## src/rtl/gpio_setclr_pkg.sv

```systemverilog
package gpio_setclr_pkg;

  localparam int unsigned DATA_W    = 64;
  localparam int unsigned SEL_W     = 5;
  localparam int unsigned ALT_W     = 32;
  localparam int unsigned PIN_IDX_W = 5;

  localparam int unsigned OFS_RXDAT = 'h080;
  localparam int unsigned OFS_SET   = 'h088;
  localparam int unsigned OFS_CLR   = 'h090;
  localparam int unsigned OFS_XWIN  = 'h100;
  localparam int unsigned OFS_XEND  = 'h200;

  localparam int unsigned CFG_OE_BIT  = 0;
  localparam int unsigned CFG_INV_BIT = 1;
  localparam int unsigned CFG_IEN_BIT = 2;
  localparam int unsigned CFG_SEL_LSB = 16;

  typedef struct packed {
    logic [SEL_W-1:0] sel;
    logic             ien;
    logic             inv;
    logic             oe;
  } pin_cfg_t;

endpackage

```

## src/rtl/gpio_setclr_rst_sync.sv

```systemverilog
module gpio_setclr_rst_sync (
  input  logic clk,
  input  logic arst_n,
  output logic srst_n
);

  logic stage1_q;
  logic stage2_q;

  always_ff @(posedge clk or negedge arst_n) begin
    if (!arst_n) begin
      stage1_q <= 1'b0;
      stage2_q <= 1'b0;
    end else begin
      stage1_q <= 1'b1;
      stage2_q <= stage1_q;
    end
  end

  assign srst_n = stage2_q;

endmodule

```

## src/rtl/gpio_setclr_dec.sv

```systemverilog
module gpio_setclr_dec
  import gpio_setclr_pkg::*;
#(
  parameter int unsigned NUM_PINS = 20,
  parameter int unsigned EXT_BASE = 16,
  parameter int unsigned ADDR_W   = 12
) (
  input  logic [ADDR_W-1:0]    addr,
  output logic                 cfg_hit,
  output logic [PIN_IDX_W-1:0] cfg_pin,
  output logic                 rx_hit,
  output logic                 set_hit,
  output logic                 clr_hit
);

  localparam int unsigned PRIM_PINS = (EXT_BASE < NUM_PINS) ? EXT_BASE : NUM_PINS;

  logic [31:0] a32;
  logic [31:0] prim_idx;
  logic [31:0] ext_pin;
  logic        aligned;
  logic        prim_ok;
  logic        ext_ok;

  assign a32 = 32'(addr);

  always_comb begin
    aligned  = (a32[2:0] == 3'd0);
    prim_idx = {28'd0, a32[6:3]};
    ext_pin  = 32'(EXT_BASE) + {27'd0, a32[7:3]};
    prim_ok  = aligned && (a32 < 32'(OFS_RXDAT)) && (prim_idx < 32'(PRIM_PINS));
    ext_ok   = aligned && (a32 >= 32'(OFS_XWIN)) && (a32 < 32'(OFS_XEND)) &&
               (ext_pin < 32'(NUM_PINS));
    cfg_hit  = prim_ok || ext_ok;
    cfg_pin  = ext_ok ? PIN_IDX_W'(ext_pin) : PIN_IDX_W'(prim_idx);
    rx_hit   = (a32 == 32'(OFS_RXDAT));
    set_hit  = (a32 == 32'(OFS_SET));
    clr_hit  = (a32 == 32'(OFS_CLR));
  end

endmodule

```

## src/rtl/gpio_setclr_pin.sv

```systemverilog
module gpio_setclr_pin
  import gpio_setclr_pkg::*;
#(
  parameter int unsigned PIN_ID   = 0,
  parameter int unsigned EXT_BASE = 16
) (
  input  logic              clk,
  input  logic              rst_n,
  input  logic              pin_raw,
  input  logic              cfg_wr,
  input  pin_cfg_t          wr_cfg,
  input  logic              set_bit,
  input  logic              clr_bit,
  input  logic [ALT_W-1:0]  alt_src,
  output logic [DATA_W-1:0] cfg_word,
  output logic              rx_bit,
  output logic              tx_bit,
  output logic              pad_out,
  output logic              pad_oe,
  output logic              irq
);

  localparam bit HAS_IEN = (PIN_ID < EXT_BASE);

  logic             oe_q, oe_d;
  logic             inv_q, inv_d;
  logic [SEL_W-1:0] sel_q, sel_d;
  logic             ien_q;
  logic             tx_q, tx_d, tx_en;
  logic             sync1_q, sync2_q, sync3_q;
  logic             rx_q, rx_d;
  logic             irq_q, irq_d;

  // configuration next state
  always_comb begin
    oe_d  = oe_q;
    inv_d = inv_q;
    sel_d = sel_q;
    if (cfg_wr) begin
      oe_d  = wr_cfg.oe;
      inv_d = wr_cfg.inv;
      sel_d = wr_cfg.sel;
    end
  end

  always_ff @(posedge clk or negedge rst_n) begin
    if (!rst_n) begin
      oe_q  <= 1'b0;
      inv_q <= 1'b0;
      sel_q <= '0;
    end else begin
      oe_q  <= oe_d;
      inv_q <= inv_d;
      sel_q <= sel_d;
    end
  end

  // interrupt-enable storage exists only below the extended boundary
  generate
    if (HAS_IEN) begin : g_ien
      always_ff @(posedge clk or negedge rst_n) begin
        if (!rst_n) begin
          ien_q <= 1'b0;
        end else if (cfg_wr) begin
          ien_q <= wr_cfg.ien;
        end
      end
    end else begin : g_no_ien
      logic unused_ien;
      assign unused_ien = wr_cfg.ien;
      assign ien_q      = 1'b0;
    end
  endgenerate

  // output register bit: set has priority, the bus never asserts both
  always_comb begin
    tx_en = set_bit | clr_bit;
    tx_d  = set_bit;
  end

  always_ff @(posedge clk or negedge rst_n) begin
    if (!rst_n) begin
      tx_q <= 1'b0;
    end else if (tx_en) begin
      tx_q <= tx_d;
    end
  end

  // input path: two synchronizer flops, one history flop, capture after inversion
  always_comb begin
    rx_d  = sync2_q ^ inv_q;
    irq_d = ien_q & (sync2_q ^ sync3_q);
  end

  always_ff @(posedge clk or negedge rst_n) begin
    if (!rst_n) begin
      sync1_q <= 1'b0;
      sync2_q <= 1'b0;
      sync3_q <= 1'b0;
      rx_q    <= 1'b0;
      irq_q   <= 1'b0;
    end else begin
      sync1_q <= pin_raw;
      sync2_q <= sync1_q;
      sync3_q <= sync2_q;
      rx_q    <= rx_d;
      irq_q   <= irq_d;
    end
  end

  // readback and pad outputs
  always_comb begin
    cfg_word                            = '0;
    cfg_word[CFG_OE_BIT]                = oe_q;
    cfg_word[CFG_INV_BIT]               = inv_q;
    cfg_word[CFG_IEN_BIT]               = ien_q;
    cfg_word[CFG_SEL_LSB +: SEL_W]      = sel_q;
  end

  assign pad_out = (sel_q == '0) ? tx_q : alt_src[sel_q];
  assign pad_oe  = oe_q;
  assign rx_bit  = rx_q;
  assign tx_bit  = tx_q;
  assign irq     = irq_q;

endmodule

```

## src/rtl/gpio_setclr.sv

```systemverilog
module gpio_setclr
  import gpio_setclr_pkg::*;
#(
  parameter int unsigned NUM_PINS = 20,
  parameter int unsigned EXT_BASE = 16,
  parameter int unsigned ADDR_W   = 12
) (
  input  logic                clk,
  input  logic                rst_n,
  input  logic [ADDR_W-1:0]   bus_addr,
  input  logic                bus_we,
  input  logic [63:0]         bus_wdata,
  output logic [63:0]         bus_rdata,
  input  logic [NUM_PINS-1:0] pin_in,
  input  logic [31:0]         alt_src,
  output logic [NUM_PINS-1:0] pin_out,
  output logic [NUM_PINS-1:0] pin_oe,
  output logic [NUM_PINS-1:0] irq_pend
);

  logic                 rst_int_n;
  logic                 cfg_hit, rx_hit, set_hit, clr_hit;
  logic [PIN_IDX_W-1:0] cfg_pin;
  pin_cfg_t             wr_cfg;
  logic                 set_stb, clr_stb;
  logic [NUM_PINS-1:0]  cfg_wr;
  logic [NUM_PINS-1:0]  rx_vec;
  logic [NUM_PINS-1:0]  tx_vec;
  logic [DATA_W-1:0]    cfg_words [NUM_PINS];
  logic [DATA_W-1:0]    rdata_d;
  logic                 unused_wdata;

  gpio_setclr_rst_sync u_rst_sync (
    .clk    (clk),
    .arst_n (rst_n),
    .srst_n (rst_int_n)
  );

  gpio_setclr_dec #(
    .NUM_PINS (NUM_PINS),
    .EXT_BASE (EXT_BASE),
    .ADDR_W   (ADDR_W)
  ) u_dec (
    .addr    (bus_addr),
    .cfg_hit (cfg_hit),
    .cfg_pin (cfg_pin),
    .rx_hit  (rx_hit),
    .set_hit (set_hit),
    .clr_hit (clr_hit)
  );

  always_comb begin
    wr_cfg.oe  = bus_wdata[CFG_OE_BIT];
    wr_cfg.inv = bus_wdata[CFG_INV_BIT];
    wr_cfg.ien = bus_wdata[CFG_IEN_BIT];
    wr_cfg.sel = bus_wdata[CFG_SEL_LSB +: SEL_W];
    set_stb    = bus_we & set_hit;
    clr_stb    = bus_we & clr_hit;
  end

  assign unused_wdata = ^bus_wdata;

  generate
    for (genvar g = 0; g < NUM_PINS; g++) begin : g_pin
      assign cfg_wr[g] = bus_we && cfg_hit && (cfg_pin == PIN_IDX_W'(g));

      gpio_setclr_pin #(
        .PIN_ID   (g),
        .EXT_BASE (EXT_BASE)
      ) u_pin (
        .clk      (clk),
        .rst_n    (rst_int_n),
        .pin_raw  (pin_in[g]),
        .cfg_wr   (cfg_wr[g]),
        .wr_cfg   (wr_cfg),
        .set_bit  (set_stb & bus_wdata[g]),
        .clr_bit  (clr_stb & bus_wdata[g]),
        .alt_src  (alt_src),
        .cfg_word (cfg_words[g]),
        .rx_bit   (rx_vec[g]),
        .tx_bit   (tx_vec[g]),
        .pad_out  (pin_out[g]),
        .pad_oe   (pin_oe[g]),
        .irq      (irq_pend[g])
      );
    end
  endgenerate

  // read multiplexer
  always_comb begin
    rdata_d = '0;
    if (cfg_hit) begin
      for (int i = 0; i < NUM_PINS; i++) begin
        if (cfg_pin == PIN_IDX_W'(i)) begin
          rdata_d = rdata_d | cfg_words[i];
        end
      end
    end else if (rx_hit) begin
      rdata_d = DATA_W'(rx_vec);
    end else if (set_hit || clr_hit) begin
      rdata_d = DATA_W'(tx_vec);
    end
  end

  assign bus_rdata = rdata_d;

endmodule

```

## config.mk

```make
export PLATFORM = sky130hd
export DESIGN_NAME = gpio_setclr
export DESIGN_NICKNAME = d
export VERILOG_FILES = /design/src/rtl/gpio_setclr_pkg.sv /design/src/rtl/gpio_setclr_rst_sync.sv /design/src/rtl/gpio_setclr_dec.sv /design/src/rtl/gpio_setclr_pin.sv /design/src/rtl/gpio_setclr.sv
export SDC_FILE = /design/constraint.sdc
export NUM_CORES = 1
export LEC_CHECK = 0
export ABC_AREA = 1
export BUFFER_PORTS_ARGS = -buffer_cell sky130_fd_sc_hd__buf_4
export CAP_MARGIN = 20
export CORE_UTILIZATION = 40
export CTS_CLUSTER_DIAMETER = 80
export CTS_CLUSTER_SIZE = 28
export DETAILED_ROUTE_END_ITERATION = 8
export PLACE_DENSITY = 0.57
export SLEW_MARGIN = 20
export SYNTH_ARGS = -nofsm -noshare
export SYNTH_HDL_FRONTEND = slang
export SYNTH_HIERARCHICAL = 1
export SYNTH_SLANG_ARGS = --single-unit
```

## constraint.sdc

```tcl
create_clock -name clk -period 24.1 [get_ports clk]
set_input_delay 1.205 -clock clk [delete_from_list [all_inputs] [get_ports clk]]
set_output_delay 1.205 -clock clk [all_outputs]
set_load 0.05 [all_outputs]
```

==> flow_summary.toml, run 1 <==
[pwr]
p_total_w = 0.001068
power_frac_seq = 0.446
power_leakage_nw = 20.80
p_per_area_mw_per_mm2 = 30.23
peakVddDrop_mv = 0.05456
comb_power_share = 0.258
switching_share = 0.3772
p_sw_w = 0.0004029
pwr-share-clk = 0.297
internal_power_w = 0.0006653

[clocking]
clk-insertion-delay-late_ns = 0.57
cts_buffer_depth = 3
cts_resized = 0
cts.sinks = 270
cts_max_level = 1
cts_buffers = 16
cts_tree = "built"
cts-root-buf = "clkbuf_16"
cts_hold_repair.buffers = 0
clkSlewWorstSetupHoldPaths_ns = 0.10
postCtsSetupRepairBufs = 0

[detailed_routing]
ant_nets = 0
first_pass_iters = 6
wl_per_cell_um = 17.32
first_iter_violations = 3444
vias = 34790
finalWirelength_um = 132400
viasPerCell = 4.551
drc_errors = 0

[synth]
ys_seq_area_frac = 0.1776
yosys_warnings = 6
synth_top_family_by_area = "simple AND/OR/NAND/NOR gates"
yosys.area.top_type = "nand2_1"
synthAdderAreaFrac = 0
syn_avg_cell_area_sq_um = 5.838
yosys.area_share.simple = 0.4527
synth_area_leaders = "nand2_1 27%, buf_4 24%, dfrtp_1 18%, nand3_1 8.5%, nor2_1 6.2%"
syn-cell-area_sq_mm = 0.03804
syn_inst = 6515
synth_top_area_share = 0.2652
synth_compound_area_frac = 0.02645
ys_types = 32
synthMuxAreaShare = 0.01776
synth_xor_xnor_area_share = 0.008290
ys_ff_latch = 270

[sta]
final_hold_viol_count = 0
rsz0062_at_grt = "false"
slew_headroom = 0.2055
worst_pin_slew_ns = 1.187
fin_ws_ns = 17.38
period_needed_ns = 6.720
tns_ns = 0
period_share = 0.2788
setup_viol = 0
max_freq_mhz = 148.8
skew_ns = 0.02488
final_max_slew_viol_count = 0

[floorplan]
io_pins = 255
die_h_um = 310.4
rows = 112
initial_utilization = 0.4057
core_sq_mm = 0.09375
die_x_um = 310.4
fp.dieArea_sq_mm = 0.09633

[critical_path]
crit_buf_inv = 8
regToRegEndpoint = "g_pin[14].u_pin/sel_q[4]"
cp_cell_sequence = "buf_4 -> clkinv_1 -> nand2_1 -> nor2_1 -> nand3_1 -> inv_1 -> buf_4 -> inv_2 -> buf_4 -> nand3_2 -> nor2_4 -> buf_4 -> nand2_1 -> nand2_1 -> nor2_1 -> nand2_1 -> nor2_1 -> a21oi_1 -> buf_4"
setup.worst_path.class = "in -> out"
ff2ff_setup_slack_ns = 22.21
end_kind = "output port"
critPathLaunchType = "input port"
cp_max_fo = 53
crit_slowest_cell = "buf_4"
rr_worst_depth = 1
critPathMaxStageDelay_ns = 0.72
cp_common_cell = "buf_4"
cp-startpoint = "bus_addr[5]"
cp_top_family = "buffers and inverters"
r2r_start = "u_rst_sync/srst_n"
critPathRequiredTime_ns = 22.89
worstPathArrival_ns = 5.51

[global_route]
antenna_found_initial = 6
grtUsageTotal = 0.2717
gr-total-overflow = 0
first_global_vias = 30430
grt_pass1_wl_um = 196000
grt_max_degree = 145

[finish]
nets = 6513
syn_to_final_growth_pct = -7.115
drive_gt1_frac = 0.07793
n_fill_cell = 10540
final_cell_count_no_fill = 7645
multi_input_comb_area_sq_mm = 0.02368
seq_area_sq_mm = 0.006760

[placed_design]
gp_congestion = 0.9517
place_ws_ns = 17.38
placed_cells = 7617
dp_hpwl_um = 81260
portBuffers = 163

[min_path]
holdPathEnd = "g_pin[3].u_pin/sync2_q"
holdPathStages = 0
min-delay-start = "g_pin[3].u_pin/sync1_q"
hold_class = "reg -> reg"

[run]
drv_cap = 0

[run_status]
status = "completed"
cell usage after synthesis (all sizes together):
library cell,n
a21oi,20
a31oi,20
buf,1396
clkbuf,80
clkinv,5
conb,21
dfrtp,270
inv,273
mux2,60
nand2,2749
nand3,667
nand4,95
nor2,640
nor3,25
o21ai,96
o21bai,20
o31ai,20
or2,22
xnor2,16
xor2,20
kinds of logic (layout without fill, tap and decap cells):
kind of cell / count (synthesis) / count (layout)
muxes: 60 / 60
DFF: 270 / 270
AOI/OAI and AO/OA: 176 / 176
xor gates and xnor gates: 36 / 36
and+or+nand+nor: 4198 / 4198
other: 21 / 1130
buffers and inverters: 1754 / 521
worst max path at each step:
stage                           endpoint  slack (ns)  cells past startpoint
CTS                        bus_rdata[19]       17.37                     19
floorplan           g_pin[0].u_pin/ien_q       16.02                      0
detailed placement         bus_rdata[19]       17.38                     19
global placement           bus_rdata[19]       17.37                     19
finish                     bus_rdata[19]       17.38                     19
global route               bus_rdata[19]       17.19                     19
registers in the layout, indices dropped and copies added (netlist names):
| signal | cells |
|---|---|
| g_pin.u_pin/inv_q | 20 |
| g_pin.u_pin/sync3_q | 16 |
| g_pin.u_pin/tx_bit | 20 |
| g_pin.u_pin/irq | 16 |
| g_pin.u_pin/sync2_q | 20 |
| g_pin.u_pin/sync1_q | 20 |
| u_rst_sync/srst_n | 1 |
| g_pin.u_pin/ien_q | 16 |
| g_pin.u_pin/pad_oe | 20 |
| u_rst_sync/stage1_q | 1 |
| g_pin.u_pin/rx_bit | 20 |
| g_pin.u_pin/sel_q | 100 |
cell usage in the layout, fill, tap and decap left out, types with 21 or more instances in the layout:
master / instances
nor2_1: 609
dfrtp_1: 269
nor2_4: 27
nand2_2: 63
or2_2: 21
conb_1: 1129
nand4_1: 95
nand3_2: 21
nand3_1: 646
buf_4: 215
inv_1: 224
nand2_1: 2686
o21ai_0: 96
mux2_2: 60
inv_2: 29
inv_6: 22
layer usage:
metal	global-route usage	wire length, um
met1	0.3596	56110
met2	0.4368	58370
met3	0.02983	10460
met4	0.1375	7497
met5	0	0
area by class of cell:
type	instances	area share
antenna	1	0.00007083
clock buffer	17	0.01144
clock inverter	9	0.003435
inverter	278	0.03237
multi-input combinational	5599	0.6703
sequential	270	0.1914
tap	1254	0.04441
timing repair buffer	217	0.04657
power by group through the flow:
stage | clock [W] | combinational [W] | sequential (W)
after floorplan | 0 | 0.000283 | 0.000495
after global placement | 0 | 0.000256 | 0.000485
after detailed placement | 0 | 0.000257 | 0.000485
after CTS | 0.000324 | 0.000258 | 0.000476
after global routing | 0.000337 | 0.000305 | 0.000478
final | 0.000317 | 0.000275 | 0.000476
metrics by stage:
| step | area, sq um | hold slack, ns | util |
|---|---|---|---|
| 5_1_grt | 35330 | 0.3604 | 0.3768 |
| 6_report | 35330 | 0.3532 | 0.3768 |
| 4_1_cts | 35310 | 0.3554 | 0.3766 |
| 3_5_place_dp | 34780 | 0.3347 | 0.3710 |
| 2_1_floorplan | 42190 | 0.3312 | - |
| 3_3_place_gp | 34780 | 0.3318 | 0.3710 |
Power figures use the tool's default switching activity.
==> inputs of run 2 (changes only) <==
--- a/config.mk
+++ b/config.mk
@@ -5,14 +5,14 @@
 export SDC_FILE = /design/constraint.sdc
 export NUM_CORES = 1
 export LEC_CHECK = 0
-export ABC_AREA = 1
+export ABC_AREA = 0
 export BUFFER_PORTS_ARGS = -buffer_cell sky130_fd_sc_hd__buf_4
 export CAP_MARGIN = 20
 export CORE_UTILIZATION = 40
 export CTS_CLUSTER_DIAMETER = 80
 export CTS_CLUSTER_SIZE = 28
 export DETAILED_ROUTE_END_ITERATION = 8
-export PLACE_DENSITY = 0.57
+export PLACE_DENSITY = 0.59
 export SLEW_MARGIN = 20
 export SYNTH_ARGS = -nofsm -noshare
 export SYNTH_HDL_FRONTEND = slang
==> constraint.sdc (replaced) <==
create_clock -name clk -period 5.7 [get_ports clk]
set_input_delay 0.285 -clock clk [delete_from_list [all_inputs] [get_ports clk]]
set_output_delay 0.285 -clock clk [all_outputs]
set_load 0.05 [all_outputs]
==> flow_summary.toml, run 2 <==
[run_status]
status = "completed"

[critical_path]
r2r_start = "u_rst_sync/srst_n"
ff2ff_setup_slack_ns = 4.08
critPathRequiredTime_ns = 5.41
cp-startpoint = "bus_addr[2]"
regToRegEndpoint = "g_pin[7].u_pin/pad_oe"
setup.worst_path.class = "in -> out"
worstPathArrival_ns = 3.99
end_kind = "output port"
rr_worst_depth = 1
critPathLaunchType = "input port"
cp_max_fo = 14
cp-endpoint = "bus_rdata[18]"

[floorplan]
die_h_um = 290.6
rows = 105
io_pins = 255
fp.dieArea_sq_mm = 0.08447
initial_utilization = 0.4052
core_sq_mm = 0.08224
die_x_um = 290.6

[finish]
regMostFlops = "g_pin.u_pin/sel_q"
drive_gt1_frac = 0.1784
final_cell_mix = "1129 x conb_1, 280 x a22oi_1, 269 x dfrtp_1, 231 x buf_4, 203 x mux2i_1"
final_core_util = 0.3795
layout_commonest_cell = "conb_1"
largest_reg_flops = 100
nets = 3562
n_fill_cell = 8359
syn_to_final_growth_pct = -6.345

[synth]
syn_avg_cell_area_sq_um = 9.574
synth_commonest_cells = "1202 x buf_4, 280 x a22oi_1, 270 x dfrtp_1"
synthArstFlopShare = 1.000
ys_types = 62
ys_ff_latch = 270
yosys_warnings = 6
synth_ff_type = "dfrtp_1"
synth_edf_count = 0
yosys.area.top_type = "buf_4"
syn_inst = 3481
synth_most_common_cell = "buf_4"
ys_seq_area_frac = 0.2027
synth_area_leaders = "buf_4 27%, dfrtp_1 20%, mux4_2 9.8%, a22oi_1 6.3%, mux2i_1 6.1%"
synth_top_area_share = 0.2708
syn-cell-area_sq_mm = 0.03333

[run]
drv_cap = 0

[sta]
period_needed_ns = 4.277
final_hold_viol_count = 0
slew_headroom = 0.02491
setup_viol = 0
max_freq_mhz = 233.8
period_share = 0.7503
rsz0062_at_grt = "false"
final_max_slew_viol_count = 0
worst_pin_slew_ns = 1.444
skew_ns = 0.03958
tns_ns = 0

[clocking]
cts_max_level = 1
cts-root-buf = "clkbuf_16"
cts_tree = "built"
postCtsSetupRepairBufs = 0
cts_resized = 0
cts_buffers = 14
clkSlewWorstSetupHoldPaths_ns = 0.11
cts_buffer_depth = 3
cts.sinks = 270
clk-insertion-delay-late_ns = 0.54

[detailed_routing]
ant_nets = 0
wl_per_cell_um = 21.75
viasPerCell = 5.138
first_pass_iters = 8
finalWirelength_um = 98080
first_iter_violations = 2162
drc_errors = 0
vias = 23170

[global_route]
antenna_found_initial = 3
grtUsageTotal = 0.2263
gr-total-overflow = 0
first_global_vias = 21570
grt_pass1_wl_um = 145400
grt_max_degree = 159

[pwr]
power_leakage_nw = 14.01
peakVddDrop_mv = 0.2390
p_per_area_mw_per_mm2 = 131.6
p_total_w = 0.004108

[placed_design]
portBuffers = 164
gp_congestion = 0.8897
dp_hpwl_um = 63740

[min_path]
hold_class = "in -> reg"
## run 2: cell types whose count changed in the layout (fill, tap and decap cells not counted), sizes merged, moves of 45 or more
cell,delta
inv,-253
o22ai,+45
nand2,-2707
a22oi,+280
o21ai,-76
and3,+92
nand3,-620
a22o,+85
nand4,-90
mux2,+119
mux4,+161
nor2,-574
mux2i,+203
## run 2: worst min-delay path by stage
stage,cells after the start,startpoint,end
floorplan,0,rst_n,u_rst_sync/srst_n
global placement,1,rst_n,u_rst_sync/stage1_q
detailed placement,1,rst_n,u_rst_sync/srst_n
CTS,2,rst_n,u_rst_sync/srst_n
global route,2,rst_n,u_rst_sync/srst_n
finish,3,bus_wdata[9],g_pin[9].u_pin/tx_bit
## run 2: cell families (layout without fill, tap and decap cells)
family / after synthesis / after routing / share of synthesized area
multiplexers: 543 / 543 / 0.2321
AO/OA/AOI/OAI: 746 / 746 / 0.1719
other: 21 / 1131 / 0.002365
AND/OR/NAND/NOR: 416 / 416 / 0.07516
XOR/XNOR: 36 / 36 / 0.009461
buffers and inverters: 1449 / 297 / 0.3063
flip-flops: 270 / 270 / 0.2027
## run 2: repair_timing
item / CTS / global route
setup endpoints to repair: 0 / 0
hold buffers: 21 / 0
hold endpoints to repair: 22 / 0
## run 2: stage by stage
stage,instances,setup WS [ns],hold WS [ns],area (sq um)
3_3_place_gp,4464,1.541,0.06852,30560
4_1_cts,4507,1.558,0.05492,31210
3_5_place_dp,4464,1.575,0.07118,30570
6_report,4509,1.423,0.06693,31210
2_1_floorplan,4589,1.274,-0.01059,37490
5_1_grt,4509,1.334,0.06961,31210
## run 2: power breakdown
group	switching (W)	total, W	internal (W)
logic	0.000588	0.000925	0.000338
registers	0.0000373	0.00199	0.00195
clock network	0.000696	0.00120	0.000501
## run 2: worst max-delay path: stages
cell	delay [ns]
buf_4	0.11
or4_1	0.64
nor4_2	0.65
buf_4	0.44
nor3b_2	0.20
and3_1	0.21
a2111oi_1	0.74
and3_1	0.25
a31oi_1	0.18
buf_4	0.27
## run 2: layout make-up
| class | instances | area [sq um] | share of cell area |
|---|---|---|---|
| antenna | 2 | 5.005 | 0.0001603 |
| timing repair buffer | 253 | 1964 | 0.06294 |
| sequential | 270 | 6760 | 0.2166 |
| tap | 1070 | 1339 | 0.04289 |
| multi-input combinational | 2870 | 20630 | 0.6610 |
| clock buffer | 17 | 382.9 | 0.01227 |
| clock inverter | 5 | 47.55 | 0.001523 |
| inverter | 22 | 82.58 | 0.002646 |
## run 2: layer usage
layer / part of all wire / up-vias / GRT usage
met5: 0.00016 / - / 0
met4: 0.055 / 2 / 0.1182
met3: 0.072 / 241 / 0.03503
met2: 0.47 / 1032 / 0.3695
met1: 0.40 / 11240 / 0.2883
li1: - / 10650 / -
